### src/rtl/fcs_pkg.sv
// Shared types and encodings for the flash command sequencer.
// Assumes: 3-bit command codes and 3-bit register indices, which software decodes.
package fcs_pkg;
    localparam int CMD_W = 3;
    localparam int IDX_W = 3;
    localparam int STAT_W = 6;

    typedef logic [CMD_W-1:0] fcmd_t;
    localparam fcmd_t FC_IDLE  = 3'd0;
    localparam fcmd_t FC_READ  = 3'd1;
    localparam fcmd_t FC_WRITE = 3'd2;
    localparam fcmd_t FC_ROW   = 3'd3;
    localparam fcmd_t FC_ERASE = 3'd4;
    localparam fcmd_t FC_MASS  = 3'd5;

    typedef logic [IDX_W-1:0] ridx_t;
    localparam ridx_t RI_CTRL  = 3'd0;
    localparam ridx_t RI_STAT  = 3'd1;
    localparam ridx_t RI_ADDR  = 3'd2;
    localparam ridx_t RI_DATA0 = 3'd4;

    typedef enum logic [1:0] {VD_NONE, VD_QUEUE, VD_REJECT, VD_DENY} verdict_t;

    // The first field is the MSB: held is bit 5 and pending is bit 0.
    typedef struct packed {
        logic held;
        logic finished;
        logic fail;
        logic success;
        logic accepted;
        logic pending;
    } status_t;

    typedef enum logic [1:0] {ST_IDLE, ST_REQ, ST_RUN, ST_GAP} eng_state_t;
endpackage

### src/rtl/fcs_cmd_check.sv
// Screens a control-register write before it is queued.
// Assumes: the address alignment follows the lane width (writes) and the word width (reads).
// Priority order: busy queue, refused domain, illegal code, misalignment.
module fcs_cmd_check
    import fcs_pkg::*;
#(
    parameter int DATA_W   = 32,
    parameter int NUM_DATA = 4,
    localparam int WR_AL   = $clog2(DATA_W / 8),
    localparam int RD_AL   = $clog2(NUM_DATA * DATA_W / 8)
) (
    input  fcmd_t            code,
    input  logic [RD_AL-1:0] addr_lo,
    input  logic             queue_busy,
    input  logic             from_secondary,
    input  logic             cfg_mode,
    output verdict_t         verdict
);
    logic legal, wr_mis, rd_mis;

    // Classify the code and the alignment of the address.
    always_comb begin
        legal  = (code == FC_READ) || (code == FC_WRITE) || (code == FC_ROW) ||
                 (code == FC_ERASE) || (code == FC_MASS);
        wr_mis = ((code == FC_WRITE) || (code == FC_ROW)) && (|addr_lo[WR_AL-1:0]);
        rd_mis = (code == FC_READ) && (|addr_lo);
    end

    // Combine the checks in priority order.
    always_comb begin
        if (code == FC_IDLE)              verdict = VD_NONE;
        else if (queue_busy)              verdict = VD_REJECT;
        else if (from_secondary && cfg_mode) verdict = VD_DENY;
        else if (!legal || wr_mis || rd_mis) verdict = VD_REJECT;
        else                              verdict = VD_QUEUE;
    end
endmodule

### src/rtl/fcs_regbank.sv
// Holds the address register and the data lanes, and drives the read port.
// Assumes: ADDR_W < DATA_W, NUM_DATA <= 4, and read-data capture wins over a software write.
module fcs_regbank
    import fcs_pkg::*;
#(
    parameter int ADDR_W   = 22,
    parameter int DATA_W   = 32,
    parameter int NUM_DATA = 4,
    localparam int WORD_W  = NUM_DATA * DATA_W
) (
    input  logic              clk,
    input  logic              rst_n,
    input  logic              reg_wr,
    input  ridx_t             reg_idx,
    input  logic [DATA_W-1:0] reg_wdata,
    input  logic              cap_rd,
    input  logic [WORD_W-1:0] fl_rdata,
    input  ridx_t             rd_idx,
    input  fcmd_t             cmd_q,
    input  status_t           stat,
    output logic [DATA_W-1:0] rd_data,
    output logic [ADDR_W-1:0] addr_q,
    output logic [WORD_W-1:0] word_q
);
    logic [DATA_W-1:0] lane [NUM_DATA];

    // Address register, written by software only.
    always_ff @(posedge clk) begin
        if (!rst_n)                              addr_q <= '0;
        else if (reg_wr && reg_idx == RI_ADDR)   addr_q <= reg_wdata[ADDR_W-1:0];
    end

    for (genvar g = 0; g < NUM_DATA; g++) begin : g_lane
        logic [DATA_W-1:0] lane_q;
        // One data lane: flash read capture first, then the software write.
        always_ff @(posedge clk) begin
            if (!rst_n)      lane_q <= '0;
            else if (cap_rd) lane_q <= fl_rdata[g*DATA_W +: DATA_W];
            else if (reg_wr && reg_idx == IDX_W'(RI_DATA0 + g)) lane_q <= reg_wdata;
        end
        assign lane[g] = lane_q;
        assign word_q[g*DATA_W +: DATA_W] = lane_q;
    end

    // Read multiplexer; unused indices and bits read as zero.
    always_comb begin
        rd_data = '0;
        if (rd_idx == RI_CTRL)      rd_data = {{(DATA_W-CMD_W){1'b0}}, cmd_q};
        else if (rd_idx == RI_STAT) rd_data = {{(DATA_W-STAT_W){1'b0}}, stat};
        else if (rd_idx == RI_ADDR) rd_data = {{(DATA_W-ADDR_W){1'b0}}, addr_q};
        for (int i = 0; i < NUM_DATA; i++)
            if (rd_idx == IDX_W'(RI_DATA0 + i)) rd_data = lane[i];
    end
endmodule

### src/rtl/fcs_engine.sv
// Command queue, flash handshake, completion tracking and status flags.
// Assumes: the flash samples address and data at the grant; fl_err counts only while running;
// the choice between back-to-back and idle insertion uses the queue as registered before done.
module fcs_engine
    import fcs_pkg::*;
(
    input  logic     clk,
    input  logic     rst_n,
    input  logic     ctrl_wr,
    input  fcmd_t    code,
    input  verdict_t verdict,
    input  logic     fl_gnt,
    input  logic     fl_done,
    input  logic     fl_err,
    output fcmd_t    cmd_q,
    output status_t  stat,
    output logic     fl_req,
    output fcmd_t    fl_cmd,
    output logic     cap_rd,
    output logic     running,
    output logic     evt_accept,
    output logic     evt_success,
    output logic     evt_fail,
    output logic     evt_reject
);
    eng_state_t state;
    fcmd_t      run_cmd;
    logic       err_seen, accepted, success, fail, finished;
    logic       err_now;

    assign err_now = err_seen | fl_err;
    assign running = (state == ST_RUN);
    assign fl_req  = (state == ST_REQ) || (state == ST_GAP);
    assign fl_cmd  = (state == ST_REQ) ? cmd_q : FC_IDLE;
    assign cap_rd  = running && fl_done && (run_cmd == FC_READ) && !err_now;

    // Assemble the status word from the state and the sticky flags.
    always_comb begin
        stat.pending  = (cmd_q != FC_IDLE) || running;
        stat.accepted = accepted;
        stat.success  = success;
        stat.fail     = fail;
        stat.finished = finished;
        stat.held     = running || (state == ST_GAP);
    end

    // Queue intake, sequencing and flag updates.
    always_ff @(posedge clk) begin
        if (!rst_n) begin
            state <= ST_IDLE;  cmd_q <= FC_IDLE;  run_cmd <= FC_IDLE;
            err_seen <= 1'b0;  accepted <= 1'b0;  success <= 1'b0;
            fail <= 1'b0;      finished <= 1'b0;
            evt_accept <= 1'b0; evt_success <= 1'b0; evt_fail <= 1'b0; evt_reject <= 1'b0;
        end else begin
            evt_accept <= 1'b0; evt_success <= 1'b0; evt_fail <= 1'b0; evt_reject <= 1'b0;
            if (ctrl_wr) begin
                case (verdict)
                    VD_QUEUE:  begin cmd_q <= code; accepted <= 1'b0; end
                    VD_REJECT: evt_reject <= 1'b1;
                    VD_DENY:   evt_fail <= 1'b1;
                    default:   ;
                endcase
            end
            case (state)
                ST_IDLE: if (cmd_q != FC_IDLE) state <= ST_REQ;
                ST_REQ: if (fl_gnt) begin
                    cmd_q <= FC_IDLE;  run_cmd <= cmd_q;
                    accepted <= 1'b1;  evt_accept <= 1'b1;
                    success <= 1'b0;   fail <= 1'b0;  finished <= 1'b0;
                    err_seen <= 1'b0;  state <= ST_RUN;
                end
                ST_RUN: begin
                    if (fl_err) err_seen <= 1'b1;
                    if (fl_done) begin
                        finished <= 1'b1;
                        if (err_now) begin fail <= 1'b1; evt_fail <= 1'b1; end
                        else begin success <= 1'b1; evt_success <= 1'b1; end
                        if (run_cmd == FC_ROW && cmd_q != FC_ROW) state <= ST_GAP;
                        else if (cmd_q != FC_IDLE)                state <= ST_REQ;
                        else                                      state <= ST_IDLE;
                    end
                end
                ST_GAP: if (fl_gnt) state <= (cmd_q != FC_IDLE) ? ST_REQ : ST_IDLE;
                default: state <= ST_IDLE;
            endcase
        end
    end
endmodule

### src/rtl/flash_cmd_seq.sv
// Top of the register-driven flash command sequencer.
// Assumes: a single clock, synchronous active-low reset, one register write per cycle.
module flash_cmd_seq
    import fcs_pkg::*;
#(
    parameter int ADDR_W   = 22,
    parameter int DATA_W   = 32,
    parameter int NUM_DATA = 4,
    localparam int WORD_W  = NUM_DATA * DATA_W,
    localparam int RD_AL   = $clog2(WORD_W / 8)
) (
    input  logic              clk,
    input  logic              rst_n,
    input  logic              reg_wr,
    input  logic [2:0]        reg_idx,
    input  logic [DATA_W-1:0] reg_wdata,
    input  logic              reg_secondary,
    input  logic              cfg_mode,
    input  logic [2:0]        rd_idx,
    output logic [DATA_W-1:0] rd_data,
    output logic              fl_req,
    output logic [2:0]        fl_cmd,
    output logic [ADDR_W-1:0] fl_addr,
    output logic [WORD_W-1:0] fl_wdata,
    input  logic              fl_gnt,
    input  logic              fl_done,
    input  logic              fl_err,
    input  logic [WORD_W-1:0] fl_rdata,
    output logic              evt_accept,
    output logic              evt_success,
    output logic              evt_fail,
    output logic              evt_reject
);
    fcmd_t    cmd_q;
    status_t  stat;
    verdict_t verdict;
    logic     ctrl_wr, cap_rd, eng_running;
    logic [STAT_W-1:0] stat_bits;

    assign ctrl_wr   = reg_wr && (reg_idx == RI_CTRL) && (reg_wdata[CMD_W-1:0] != FC_IDLE);
    assign stat_bits = stat;

    fcs_cmd_check #(.DATA_W(DATA_W), .NUM_DATA(NUM_DATA)) u_check (
        .code(reg_wdata[CMD_W-1:0]), .addr_lo(fl_addr[RD_AL-1:0]),
        .queue_busy(cmd_q != FC_IDLE), .from_secondary(reg_secondary),
        .cfg_mode(cfg_mode), .verdict(verdict)
    );

    fcs_engine u_engine (
        .clk(clk), .rst_n(rst_n), .ctrl_wr(ctrl_wr), .code(reg_wdata[CMD_W-1:0]),
        .verdict(verdict), .fl_gnt(fl_gnt), .fl_done(fl_done), .fl_err(fl_err),
        .cmd_q(cmd_q), .stat(stat), .fl_req(fl_req), .fl_cmd(fl_cmd),
        .cap_rd(cap_rd), .running(eng_running), .evt_accept(evt_accept),
        .evt_success(evt_success), .evt_fail(evt_fail), .evt_reject(evt_reject)
    );

    fcs_regbank #(.ADDR_W(ADDR_W), .DATA_W(DATA_W), .NUM_DATA(NUM_DATA)) u_regs (
        .clk(clk), .rst_n(rst_n), .reg_wr(reg_wr), .reg_idx(reg_idx),
        .reg_wdata(reg_wdata), .cap_rd(cap_rd), .fl_rdata(fl_rdata),
        .rd_idx(rd_idx), .cmd_q(cmd_q), .stat(stat), .rd_data(rd_data),
        .addr_q(fl_addr), .word_q(fl_wdata)
    );
endmodule

### config.mk
export PLATFORM = sky130hd
export DESIGN_NAME = flash_cmd_seq
export DESIGN_NICKNAME = d
export VERILOG_FILES = /design/src/rtl/fcs_pkg.sv /design/src/rtl/fcs_cmd_check.sv /design/src/rtl/fcs_regbank.sv /design/src/rtl/fcs_engine.sv /design/src/rtl/flash_cmd_seq.sv
export SDC_FILE = /design/constraint.sdc
export NUM_CORES = 1
export LEC_CHECK = 0
export ABC_AREA = 1
export BUFFER_PORTS_ARGS = -buffer_cell sky130_fd_sc_hd__buf_4
export CORE_MARGIN = 2
export CORE_UTILIZATION = 39
export CTS_BUF_LIST = sky130_fd_sc_hd__clkbuf_8
export CTS_CLUSTER_SIZE = 40
export DETAILED_ROUTE_END_ITERATION = 8
export GPL_TIMING_DRIVEN = 1
export PLACE_DENSITY = 0.64
export RECOVER_POWER = 25
export SETUP_SLACK_MARGIN = 0.2
export SLEW_MARGIN = 20
export SYNTH_ARGS = -nofsm -noshare
export SYNTH_HDL_FRONTEND = slang
export SYNTH_SLANG_ARGS = --single-unit
### constraint.sdc
create_clock -name clk -period 1.91 [get_ports clk]
set_input_delay 0.191 -clock clk [delete_from_list [all_inputs] [get_ports clk]]
set_output_delay 0.191 -clock clk [all_outputs]
set_load 0.01 [all_outputs]
==> impl_metrics.tcl <==
set metrics [dict create \
    critPathArrivalTime_ns 1.69 \
    global_route.usage.total_pct 32.7 \
    timing_worst_slew_pin_value_ns 1.22 \
    coreArea_um2 22500 \
    max_cap_violations 0 \
    syn-instance-count 1422 \
    detailroute.via_count 11200 \
    die_x_um 155 \
    r2r.worst_path.cells 9 \
    io_buffers 363 \
    clkTransAtPathRegs_ns 0.10 \
    final_core_utilization_pct 57.7 \
    status "complete, no violations" \
    first_global_vias 10400 \
    worst_ir_drop_vdd_mv 0.370 \
    detail_route.vias_per_cell 5.31 \
    first_pass_grt_wire_length_mm 60.2 \
    min_delay_path_depth 3 \
    grt_setup_unrepaired "true" \
    drt-wirelength-per-cell_um 19.3 \
    die_area_um2 24000 \
    fin_crit_sh_pct 98.6 \
    final_hold_viol_count 0 \
    drv_slew 0 \
    power.density_nw_per_um2 626 \
    static-leakage-power_nw 6.73 \
    routed_wl_mm 40.8 \
    area_delta_synth_final_pct 45.9 \
    critical_path.startpoint_type "flop" \
    fmax_ghz 0.531 \
    die_height_um 155 \
    worstSetupEndpointType "output port" \
    h-tree-depth 4 \
    startpoint_of_the_worst_register_to_register_path "u_engine.state[1]" \
    placedCellCount 2024 \
    drc_errors 0 \
    num-nets-final 1985 \
    synthFlopType "dfxtp_1" \
    fin_worst_skew_ns 0.0123 \
    synth.ff_latch_count 167 \
    grt-ovfl-total 0 \
    dp.final_hpwl_mm 28.0 \
    avgSynthCellArea_um2 6.26 \
    drt_iter0_markers 1011 \
    grt_max_degree 65 \
    design.portCount 364 \
    clockRootBuffer "clkbuf_8" \
    worst_hold_end "u_regs.addr_q[20]" \
    synth_enable_flop_cells 0 \
    relative_slew_slack_pct 18.4 \
    antenna_found_initial 1 \
    min-delay-start "reg_wdata[20]" \
    final_common_cell "buf_4" \
    clock-sinks 167 \
    synth_warnings 0 \
    worst-setup-path-type "reg -> out" \
    reg2reg_slack_ns 0.07 \
    netlist_area_um2 8900 \
    whs_ns 0.0136 \
    clkLatencyLatePin_ns 0.47 \
    crit_path_max_fo 4 \
    ant_nets 0 \
    seq_area_frac_synth_pct 37.6 \
    setup_violations 0 \
    firstDrtPassIters 5 \
    gpl.final_weighted_congestion 0.910 \
    hold_path_class "in -> reg" \
    synthDistinctLibCells 33 \
    tritoncts.num_buffers 17 \
    synth.net_count 1596 \
    critPathRequiredTime_ns 1.72 \
    finish.cell_count_without_fillers 2110 \
    finalWorstPathRequiredPeriod_ns 1.88 \
    setup_tns_ns 0 \
    layout.cells.most_common_list "buf_4 (334), nand2_1 (326), nand3_1 (280)" \
    cts_tree "yes" \
    std_cell_rows 55 \
    worstReg2RegEnd "u_regs.g_lane[1].lane_q[22]" \
    clk_path_buf_depth 2 \
    total_power_after_layout_mw 8.13 \
    initial_core_util_pct 39.5 \
    drive_above_1_share_pct 24.5 \
    synthArstFlopShare_pct 0 \
]
==> routing by layer <==
metal / wire length (um) / GRT usage, % / up-vias
met5: 0 / 0 / -
met4: 1230 / 12.4 / 0
met3: 3970 / 7.55 / 77
met2: 19200 / 54.3 / 661
met1: 16400 / 41.4 / 5115
li1: - / - / 5341
==> synth_stat cells, drive strengths merged (6+ instances only) <==
| cell | instances | area [um^2] |
|---|---|---|
| buf | 57 | 323 |
| nor3 | 6 | 46.3 |
| nand4 | 18 | 128 |
| inv | 172 | 648 |
| o21ai | 139 | 696 |
| nand3 | 281 | 1410 |
| nor2 | 174 | 681 |
| dfxtp | 167 | 3340 |
| clkbuf | 35 | 131 |
| a21oi | 22 | 110 |
| nand2 | 335 | 1270 |
==> cell type report <==
cell class                 count  area (um^2)
multi-input combinational    990         4590
timing repair buffer         460         3560
clock inverter                14          189
antenna                        1         2.50
sequential                   167         3350
timing repair inverter         1         5.00
inverter                     174          688
tap                          285          357
clock buffer                  18          248
fill                        2299         9520
==> flip-flops by register name, summed over array words and instances, names as in the netlist, 2 cells and up <==
register,count
u_engine.state,2
u_regs.addr_q,22
u_engine.cmd_q,3
u_engine.run_cmd,3
u_regs.g_lane.lane_q,128
==> worst max-delay path by stage <==
stage | start | endpoint | slack (ns) | cells after the start
5_1_grt | u_engine.cmd_q[0] | rd_data[0] | -0.05 | 7
6_report | u_engine.cmd_q[0] | rd_data[0] | 0.03 | 7
4_1_cts | u_engine.state[1] | rd_data[0] | -0.01 | 8
3_3_place_gp | u_engine.run_cmd[0] | u_regs.g_lane[2].lane_q[10] | 0.09 | 9
3_5_place_dp | u_engine.err_seen | u_regs.g_lane[2].lane_q[5] | 0.03 | 8
2_1_floorplan | u_engine.run_cmd[0] | u_regs.g_lane[1].lane_q[17] | 0.51 | 11
==> where the power goes <==
part | switching (mW) | internal [mW] | total (mW)
sequential | 0.122 | 3.61 | 3.74
clock | 1.49 | 1.37 | 2.86
combinational | 0.838 | 0.694 | 1.53
total | 2.45 | 5.68 | 8.13
==> worst max-delay path, stage by stage (launching register included) <==
cell	delay (ns)
dfxtp_2	0.34
inv_2	0.08
nand3_4	0.10
o21ai_2	0.16
o21ai_2	0.08
nor2_2	0.15
nand4_1	0.13
buf_4	0.17
==> through the flow <==
stage / instance area, um^2 / setup slack, ns
detailed placement: 12000 / 0.0250
finish: 13000 / 0.0269
global placement: 12000 / 0.0903
global route: 13000 / -0.0487
CTS: 13100 / -0.00986
floorplan: 8900 / 0.512
==> repair_timing <==
| item | CTS | global route |
|---|---|---|
| resized for setup | 32 | 54 |
| buffers inserted | 14 | 4 |
| hold endpoints to repair | 29 | 0 |
| cloned | 3 | 2 |
| endpoints found under the setup margin | 108 | 139 |
| hold buffers | 30 | 0 |
| pin swaps | 11 | 13 |
==> logic make-up after synthesis <==
| kind of cell | synth area share (%) |
|---|---|
| buffers and inverters | 12.5 |
| DFF | 37.6 |
| and+or+nand+nor | 39.8 |
| AOI/OAI and AO/OA | 10.2 |
No activity file was read; power rests on OpenSTA's default activity.
